`config.mk`:
```
export PLATFORM = sky130hd
export DESIGN_NAME = ecc_store_path
export DESIGN_NICKNAME = d
export VERILOG_FILES = /design/src/rtl/ecc_pkg.sv /design/src/rtl/ecc_encoder.sv /design/src/rtl/ecc_decoder.sv /design/src/rtl/ecc_fifo.sv /design/src/rtl/ecc_store_path.sv
export SDC_FILE = /design/constraint.sdc
export NUM_CORES = 2
export LEC_CHECK = 0
export BUFFER_PORTS_ARGS = -buffer_cell sky130_fd_sc_hd__buf_2
export CORE_MARGIN = 2
export CORE_UTILIZATION = 60
export CTS_CLUSTER_SIZE = 24
export DETAILED_ROUTE_END_ITERATION = 16
export PLACE_DENSITY = 0.76
export SLEW_MARGIN = 20
export SYNTH_ARGS = -nofsm -noshare
export SYNTH_HDL_FRONTEND = slang
export SYNTH_SLANG_ARGS = --single-unit
```
`constraint.sdc`:
```
create_clock -name clk -period 61.8 [get_ports clk]
set_clock_uncertainty 0.15 [all_clocks]
set_input_delay 12.36 -clock clk [delete_from_list [all_inputs] [get_ports clk]]
set_output_delay 12.36 -clock clk [all_outputs]
set_load 0.1 [all_outputs]
```
`src/rtl/ecc_pkg.sv`:
```
// Shared constants and GF(2^5) arithmetic for the double-error-correcting path.
// Assumes the field is built on x^5 + x^2 + 1 and the code is a length-31
// BCH code shortened to CW_W bits.
package ecc_pkg;
    localparam int DATA_W = 16;
    localparam int CHK_W  = 10;
    localparam int CW_W   = DATA_W + CHK_W;
    localparam int GF_M   = 5;
    localparam int GF_N   = (1 << GF_M) - 1;
    // Generator x^10+x^9+x^8+x^6+x^5+x^3+1, leading term implied
    localparam logic [CHK_W-1:0] GEN_LOW = 10'b1101101001;
    localparam logic [GF_M-1:0]  FIELD_LOW = 5'b00101;

    // Multiply one field element by alpha
    function automatic logic [GF_M-1:0] gf_times_alpha(input logic [GF_M-1:0] a);
        return {a[GF_M-2:0], 1'b0} ^ (a[GF_M-1] ? FIELD_LOW : '0);
    endfunction

    // General field product by shift-and-add
    function automatic logic [GF_M-1:0] gf_mul(input logic [GF_M-1:0] a,
                                               input logic [GF_M-1:0] b);
        logic [GF_M-1:0] acc;
        logic [GF_M-1:0] sh;
        acc = '0;
        sh  = a;
        for (int k = 0; k < GF_M; k++) begin
            if (b[k]) acc = acc ^ sh;
            sh = gf_times_alpha(sh);
        end
        return acc;
    endfunction

    // alpha raised to a non-negative power
    function automatic logic [GF_M-1:0] gf_alpha(input int n);
        logic [GF_M-1:0] v;
        int e;
        e = n % GF_N;
        v = 5'd1;
        for (int k = 0; k < GF_N; k++) begin
            if (k < e) v = gf_times_alpha(v);
        end
        return v;
    endfunction
endpackage

```
`src/rtl/ecc_encoder.sv`:
```
// Systematic encoder: places the data word in the upper codeword bits and the
// remainder of data(x)*x^CHK_W modulo the generator in the lower bits.
// Purely combinational; assumes the package generator polynomial.
module ecc_encoder
    import ecc_pkg::*;
(
    input  logic [DATA_W-1:0] data_in,
    output logic [CW_W-1:0]   cw_out
);
    logic [CHK_W-1:0] rem;

    // Long division of the shifted data polynomial, most significant bit first
    always_comb begin
        logic fb;
        rem = '0;
        for (int i = DATA_W - 1; i >= 0; i--) begin
            fb  = data_in[i] ^ rem[CHK_W-1];
            rem = {rem[CHK_W-2:0], 1'b0};
            if (fb) rem = rem ^ GEN_LOW;
        end
    end

    assign cw_out = {data_in, rem};
endmodule

```
`src/rtl/ecc_decoder.sv`:
```
// Combinational double-error corrector. Computes S1 and S3 over GF(2^5),
// handles the zero, single and double cases and searches the CW_W valid
// positions for locator roots. When the roots do not land on the expected
// number of valid positions the data is passed through and uncorr is raised.
module ecc_decoder
    import ecc_pkg::*;
(
    input  logic [CW_W-1:0]   cw_in,
    output logic [DATA_W-1:0] data_out,
    output logic              uncorr
);
    logic [GF_M-1:0]   s1, s3, s1_cubed, s1_inv, sigma2;
    logic              no_err, one_err;
    logic [DATA_W-1:0] flip;
    int                root_cnt;

    // Syndrome accumulation over the received positions
    always_comb begin
        s1 = '0;
        s3 = '0;
        for (int i = 0; i < CW_W; i++) begin
            if (cw_in[i]) begin
                s1 = s1 ^ gf_alpha(i);
                s3 = s3 ^ gf_alpha(3 * i);
            end
        end
    end

    // Locator coefficients and case selection
    always_comb begin
        s1_cubed = gf_mul(gf_mul(s1, s1), s1);
        s1_inv   = '0;
        for (int b = 1; b <= GF_N; b++) begin
            if (gf_mul(s1, GF_M'(b)) == 5'd1) s1_inv = GF_M'(b);
        end
        sigma2  = gf_mul(s3 ^ s1_cubed, s1_inv);
        no_err  = (s1 == '0) && (s3 == '0);
        one_err = (s1 != '0) && (s3 == s1_cubed);
    end

    // Root search across the valid positions, flips recorded for data bits
    always_comb begin
        logic hit;
        flip     = '0;
        root_cnt = 0;
        for (int j = 0; j < CW_W; j++) begin
            if (one_err)
                hit = (gf_alpha(j) == s1);
            else
                hit = (s1 != '0) &&
                      ((gf_alpha(2 * j) ^ gf_mul(s1, gf_alpha(j)) ^ sigma2) == '0);
            if (hit) begin
                root_cnt = root_cnt + 1;
                if (j >= CHK_W) flip[j-CHK_W] = 1'b1;
            end
        end
    end

    // Apply the correction only when the root count matches the case
    always_comb begin
        if (no_err) begin
            uncorr   = 1'b0;
            data_out = cw_in[CW_W-1:CHK_W];
        end else if ((one_err && root_cnt == 1) || (!one_err && root_cnt == 2)) begin
            uncorr   = 1'b0;
            data_out = cw_in[CW_W-1:CHK_W] ^ flip;
        end else begin
            uncorr   = 1'b1;
            data_out = cw_in[CW_W-1:CHK_W];
        end
    end
endmodule

```
`src/rtl/ecc_fifo.sv`:
```
// Single-clock FIFO with a registered read port. Writes while full and reads
// while empty are ignored. Read data and its valid bit appear one cycle after
// an accepted read. Synchronous active-low reset clears pointers and count.
module ecc_fifo #(
    parameter int WIDTH = 26,
    parameter int DEPTH = 64
) (
    input  logic             clk,
    input  logic             rst_n,
    input  logic             push,
    input  logic [WIDTH-1:0] push_data,
    input  logic             pop,
    output logic [WIDTH-1:0] pop_data,
    output logic             pop_vld,
    output logic             is_full,
    output logic             is_empty
);
    localparam int AW = (DEPTH > 1) ? $clog2(DEPTH) : 1;
    localparam int CW = $clog2(DEPTH + 1);
    localparam logic [AW-1:0] LAST = AW'(DEPTH - 1);

    logic [WIDTH-1:0] mem [DEPTH];
    logic [AW-1:0]    wptr, rptr;
    logic [CW-1:0]    count;
    logic             do_wr, do_rd;

    assign is_full  = (count == CW'(DEPTH));
    assign is_empty = (count == '0);
    assign do_wr    = push && !is_full;
    assign do_rd    = pop && !is_empty;

    // Storage array write
    always_ff @(posedge clk) begin
        if (do_wr) mem[wptr] <= push_data;
    end

    // Pointer and occupancy bookkeeping
    always_ff @(posedge clk) begin
        if (!rst_n) begin
            wptr  <= '0;
            rptr  <= '0;
            count <= '0;
        end else begin
            if (do_wr) wptr <= (wptr == LAST) ? '0 : wptr + 1'b1;
            if (do_rd) rptr <= (rptr == LAST) ? '0 : rptr + 1'b1;
            case ({do_wr, do_rd})
                2'b10:   count <= count + 1'b1;
                2'b01:   count <= count - 1'b1;
                default: count <= count;
            endcase
        end
    end

    // Registered read port
    always_ff @(posedge clk) begin
        if (!rst_n) begin
            pop_data <= '0;
            pop_vld  <= 1'b0;
        end else begin
            pop_vld <= do_rd;
            if (do_rd) pop_data <= mem[rptr];
        end
    end
endmodule

```
`src/rtl/ecc_store_path.sv`:
```
// Protected storage path: encoder, error-injection XOR, FIFO and decoder.
// Assumes inj_mask is zero in normal use; the decoder repairs up to two
// flipped codeword bits per entry.
module ecc_store_path
    import ecc_pkg::*;
#(
    parameter int DEPTH = 64
) (
    input  logic              clk,
    input  logic              rst_n,
    input  logic              wr_en,
    input  logic [DATA_W-1:0] din,
    input  logic [CW_W-1:0]   inj_mask,
    input  logic              rd_en,
    output logic [DATA_W-1:0] dout,
    output logic              dout_vld,
    output logic              full,
    output logic              empty,
    output logic              uncorr
);
    logic [CW_W-1:0] enc_cw, wr_cw, rd_cw;
    logic            dec_uncorr;

    ecc_encoder u_enc (
        .data_in (din),
        .cw_out  (enc_cw)
    );

    assign wr_cw = enc_cw ^ inj_mask;

    ecc_fifo #(.WIDTH(CW_W), .DEPTH(DEPTH)) u_fifo (
        .clk       (clk),
        .rst_n     (rst_n),
        .push      (wr_en),
        .push_data (wr_cw),
        .pop       (rd_en),
        .pop_data  (rd_cw),
        .pop_vld   (dout_vld),
        .is_full   (full),
        .is_empty  (empty)
    );

    ecc_decoder u_dec (
        .cw_in    (rd_cw),
        .data_out (dout),
        .uncorr   (dec_uncorr)
    );

    assign uncorr = dout_vld && dec_uncorr;
endmodule

```
== Word level (Yosys, flattened, before mapping) ==
Memory sizes are Yosys's and may differ from the RTL's. A register that Yosys moved wholly into a read port is not among the register bits.
Index checks and enable logic that the tools add are counted.
Storage, ports and cells
  memory bits (writable): 1664
  bits of input ports: 46
  word-level logic and storage cells: 2397
  memories kept: 1
  flip-flop bits (word level): 20
Operators by class
  $add $sub $neg: 29
  bitwise logic cells: 773
  mux-type cells: 1456
  reductions and logical operators: 69
  equality and inequality tests: 65
Memory list
  u_fifo.mem: depth 64, bits a word 26, rd ports 1, clocked after Yosys merged registers in 1, write ports 1, line ecc_fifo.sv:22  | logic [WIDTH-1:0] mem [DEPTH];
Operators with widths (count)
  $mux 5: 847
  $xor 5x5->5: 726
  $mux 3: 504
  $mux 32: 25
  $add 32x2->32 const B: 24
  $mux 10: 16
  $eq 5x1->1 const B: 31
  $logic_not 5->1: 28
  $eq 5x5->1: 26
  $not 6->6: 15
  $xor 5x3->5: 12
  $mux 1: 49
  $logic_and 1x1->1: 33
  $eq 32x2->1 const B: 1
  $eq 32x3->1 const B: 1
  $mux 16: 2
  $mux 4: 8
  $xor 26x26->26: 1
  $xor 16x16->16: 1
  $xor 1x1->1: 15
  $pmux 7 s2: 1
  $add 6x1->6 const B: 2
  $eq 6x6->1 const B: 2
  $mux 6: 2
  other kinds (15): 20

== Longest topological paths before layout ==
  depth in word-level cells: 242
  mapped depth: 119
  gate-level depth less buffers: 108

== Hierarchy ==
From an unflattened synthesis, not the netlist that was laid out.
Unflattened totals
  cell total of the unflattened synthesis: 4497
  area total of the unflattened synthesis: 77224.1 µm²
Modules (own cells, without submodules)
  ecc_fifo: times used 1, area each 65497.8 µm², cells each 3054
  ecc_decoder: times used 1, area each 10796.6 µm², cells each 1355
  ecc_encoder: times used 1, area each 695.7 µm², cells each 61
  ecc_store_path: times used 1, area each 234.0 µm², cells each 27

== Least setup slack after synthesis ==
OpenSTA, ideal clock, no wires.
  path kind: register to output
  start: register u_fifo.pop_data[6] (read register of u_fifo.mem)
  end: output port dout[5]
  path buffers: 11
  path slack: 25.343 ns
  data required time: 49.290 ns
  cell stages (with the launch flop): 118
  arrival time: 23.947 ns
  path through: dfxtp_1 xnor3_2 xnor2_2 xor3_2 inv_2 buf_4 buf_2 buf_2 ha_1 clkbuf_1 inv_1 clkbuf_1 clkbuf_1 buf_2 ha_1 clkbuf_1 nand2b_1 or2_2 [82 not listed] mux2i_1 nand2_1 ha_1 nand2_1 a21bo_2 ha_1 mux2_2 ha_1 mux2_2 ha_1 and2_1 xor2_1 o22a_1 o21ai_1 buf_2 nand3b_1 a211oi_1 xor2_1
Between the ends
  word-level cells in the longest chain between the ends: 141
Ends and longest elaborated chain
  from (decl): line ecc_fifo.sv:13  | output logic [WIDTH-1:0] pop_data,
  $mux 5: line ecc_decoder.sv:22  | if (cw_in[i]) begin
  $xor 5x5->5: line ecc_decoder.sv:23  | s1 = s1 ^ gf_alpha(i);
  $mux 5: line ecc_decoder.sv:22
  $xor 5x5->5: line ecc_decoder.sv:23
  $mux 5: line ecc_decoder.sv:22
  $xor 5x5->5: line ecc_decoder.sv:23
  $mux 5: line ecc_decoder.sv:22
  $xor 5x5->5: line ecc_decoder.sv:23
  [125 not listed]
  $mux 32: line ecc_decoder.sv:52  | if (hit) begin
  $add 32x2->32: line ecc_decoder.sv:53  | root_cnt = root_cnt + 1;
  $mux 32: line ecc_decoder.sv:52
  $eq 32x2->1 or $eq 32x3->1 (tied branches): line ecc_decoder.sv:64  | end else if ((one_err && root_cnt == 1) || (!one_err && root_cnt == 2)) begin
  $logic_and 1x1->1: line ecc_decoder.sv:64
  $logic_or 1x1->1: line ecc_decoder.sv:64
  $mux 16: line ecc_decoder.sv:64
  $mux 16 *: line ecc_decoder.sv:61  | if (no_err) begin
  to (decl): line ecc_store_path.sv:15  | output logic [DATA_W-1:0] dout,
Every way passes the cells marked *; elsewhere a longest branch is shown, timed or not. The select of a mux whose other input is x is not followed.

== Worst setup path after layout ==
  start: register u_fifo.pop_data[24] (read register of u_fifo.mem)
  end: output port dout[15]
Between the ends
  word-level cells in the longest chain between the ends: 105
Ends and longest elaborated chain
  $mux 5: line ecc_decoder.sv:22
  $xor 5x5->5: line ecc_decoder.sv:23
  $mux 5: line ecc_decoder.sv:22
  $mux 3: line ecc_pkg.sv:16  | return {a[GF_M-2:0], 1'b0} ^ (a[GF_M-1] ? FIELD_LOW : '0);
  $xor 5x5->5: line ecc_pkg.sv:16
  $eq 5x1->1 or $xor 5x5->5 (tied branches): line ecc_decoder.sv:34, ecc_pkg.sv:27
  $mux 2 or $eq 5x1->1 (tied branches): line ecc_decoder.sv:34  | if (gf_mul(s1, GF_M'(b)) == 5'd1) s1_inv = GF_M'(b);
  $mux 2: line ecc_decoder.sv:34
  [89 not listed]
  $mux 32: line ecc_decoder.sv:52
  $add 32x2->32: line ecc_decoder.sv:53
  $mux 32: line ecc_decoder.sv:52
  $eq 32x2->1 or $eq 32x3->1 (tied branches): line ecc_decoder.sv:64
  $logic_and 1x1->1: line ecc_decoder.sv:64
  $logic_or 1x1->1: line ecc_decoder.sv:64
  $mux 16: line ecc_decoder.sv:64
  $mux 16 *: line ecc_decoder.sv:61
Marks and branches as above.

==> flow_summary.json <==
{
  "via_per_inst": 6.934,
  "overflow": 0,
  "start_kind": "register",
  "syn_area_mm2": 0.07670,
  "numCtsBuffers": 157,
  "max_freq_mhz": 25.98,
  "finalCritPeriodShare": 0.6229,
  "maxSlewViolCount": 0,
  "fp.dieH_um": 361.5,
  "insertion_delay_ns": 0.79,
  "layout_commonest_cell": "edfxtp_1",
  "whs_path_depth": 2,
  "min_from": "u_fifo.pop_data[1]",
  "fin_crit_ns": 38.49,
  "timing.rr.end": "u_fifo.pop_data[6]",
  "die-area_mm2": 0.1307,
  "grt_max_degree": 153,
  "stdcell_area_mm2": 0.08576,
  "path_common_cell": "ha_1",
  "io_pins": 66,
  "drv_cap": 0,
  "most-common-layout-cells": "edfxtp_1 (1664), mux4_2 (546), xnor2_1 (266), nand2_1 (196), clkbuf_16 (160)",
  "area_growth_pct": 11.81,
  "drive_gt1_frac": 0.2707,
  "placed_cells": 5706,
  "cts_tree": "built",
  "drtPass1Iterations": 8,
  "r2r-start": "u_fifo.rptr[0]",
  "ctsHtreeMaxLevel": 4,
  "slew_headroom": 0.2244,
  "avgSynthCellArea_um2": 18.66,
  "stdcell_count": 6020,
  "final_nets": 4322,
  "antenna_found_initial": 4,
  "synth_top_cell_by_area": "edfxtp_1",
  "grt_first_pass_wirelength_um": 297800,
  "core_mm2": 0.1272,
  "grt_util_all_layers": 0.3206,
  "clkTransAtPathRegs_ns": 0.06,
  "vias": 41750,
  "synthTopCellsByArea": "edfxtp_1 (65%), mux4_2 (16%), xnor2_1 (3.2%), xnor3_1 (1.3%), dfxtp_1 (1.2%)",
  "root_buffer": "clkbuf_16",
  "hpwl_um": 114100,
  "hold_path_end": "u_fifo.pop_data[1]",
  "grt_pass1_vias": 42200,
  "gp_congestion": 0.9213,
  "slowest_delay_ns": 0.85,
  "cts_setup_buffers": 0,
  "drc": 0,
  "setup-violations-final": 0,
  "fp.dieW_um": 361.5,
  "clock_sinks": 1710,
  "status": "finished, final reports clean",
  "ys.warnings.count": 0,
  "worstMarginPinSlew_ns": 1.161,
  "netlist_instances": 4110,
  "arrival_ns": 25.98,
  "cts_buffer_depth": 3,
  "synth_edf_count": 1664,
  "hold_violations": 0,
  "crit_fanout": 29,
  "worstHoldPathType": "reg -> reg",
  "holdWs_ns": 0.3313,
  "r2r_slack_ns": 56.11,
  "synth_nets": 4206,
  "ys_seq_area_frac": 0.6635,
  "drt_iter0_markers": 5902,
  "ys_types": 123,
  "yosys.area.top_type_share": 0.6515,
  "rows": 131,
  "numPortBuffers": 65,
  "place_area_mm2": 0.07996,
  "postRouteAntennaNets": 0,
  "crit_type": "reg -> out",
  "wl_um": 209900,
  "ys.flop_type": "edfxtp_1",
  "cp_data_required_time_ns": 49.29,
  "holdBufCountCts": 0,
  "reg2reg_depth": 8,
  "rsz0062_at_grt": "false",
  "synth_seq_cells": 1710,
  "cp_slowest_cell": "o21ai_1",
  "async_flop_share": 0,
  "cp-end-kind": "output pin",
  "fin_tns_setup_ns": 0,
  "wl_per_cell_um": 34.87,
  "cts-resized-gates": 0,
  "start_util": 0.6030
}
## cell families (layout without fill, tap and decap cells)
kind of cell	after synthesis	after routing	share of synthesized area
compound gates	350	350	0.03455
xor+xnor	477	477	0.07085
fa+ha+maj	52	52	0.008515
buf+inv	265	510	0.01421
flops	1710	1710	0.6635
mux	575	575	0.1645
other cells	0	3	0
simple gates	681	681	0.04387
## sequential cells by signal (all words and copies together), names as in the netlist
signal,cells
u_fifo.count,7
u_fifo.mem,1664
u_fifo.pop_data,26
u_fifo.pop_vld,1
u_fifo.rptr,6
u_fifo.wptr,6
## final cells by class
cell class	count	area, um^2
Antenna cell	3	7.507
Clock buffer	190	4126
Clock inverter	98	1076
Fill cell	7737	41430
Inverter	39	151.4
Multi-Input combinational cell	2135	25610
Sequential cell	1710	50910
Tap cell	1662	2079
Timing Repair Buffer	183	1797
## worst max-delay path by stage
stage                                   start       end  slack, ns  cells after the start
after floorplan            u_fifo.pop_data[6]   dout[5]      25.34                    117
after global placement    u_fifo.pop_data[24]  dout[15]      24.80                    108
after detailed placement  u_fifo.pop_data[24]  dout[15]      24.28                    108
after CTS                 u_fifo.pop_data[24]  dout[15]      23.39                    108
after global routing      u_fifo.pop_data[24]  dout[15]      21.51                    107
final                     u_fifo.pop_data[24]  dout[15]      23.31                    108
## critical path, delay by kind of cell, from the launching register on
| family | cells | cell delay, ns |
|---|---|---|
| xor gates and xnor gates | 8 | 2.86 |
| muxes | 7 | 1.64 |
| adders and majority gates | 25 | 7.11 |
| AOI/OAI and AO/OA | 27 | 5.83 |
| buffers and inverters | 11 | 2.17 |
| DFF | 1 | 0.53 |
| and+or+nand+nor | 30 | 5.05 |
## synth_stat cells (10+ instances only)
master    number
a211oi_1      18
a211oi_2      12
a21boi_0      32
a21o_1        10
a21oi_1       57
a31oi_1       14
and2_1        25
and3_1        21
buf_1         57
buf_2         27
buf_4         11
clkbuf_1     129
dfxtp_1       46
edfxtp_1    1664
ha_1          49
inv_1         30
mux2i_1       17
mux4_2       546
nand2_1      196
nand2b_1      19
nand3_1       55
nand3b_1      12
nand4_1       31
nor2_1       160
nor2b_1       15
nor3_1        57
nor4_1        21
o211ai_1      18
o21ai_0       40
o22ai_1       11
o31ai_1       10
or3_1         16
xnor2_1      277
xnor2_2       22
xnor3_1       45
xnor3_2       12
xor2_1       102
## stage by stage
step	util	worst slack, ns
final	0.6742	23.31
after global routing	0.6742	21.51
after CTS	0.6696	23.39
after detailed placement	0.6287	24.28
after global placement	0.6271	24.80
after floorplan	-	25.34
## routing by layer
layer  up-vias  GRT usage  part of all wire
li1      16910          -                 -
met4         4     0.1485             0.054
met1     21530     0.4179              0.35
met2      2807     0.5283              0.50
met3       498    0.06150             0.096
met5         -          0           0.00012
Power is left out: the tool's default activity adds up to more than one toggle a clock period on the data nets, which glitch-free logic cannot reach.
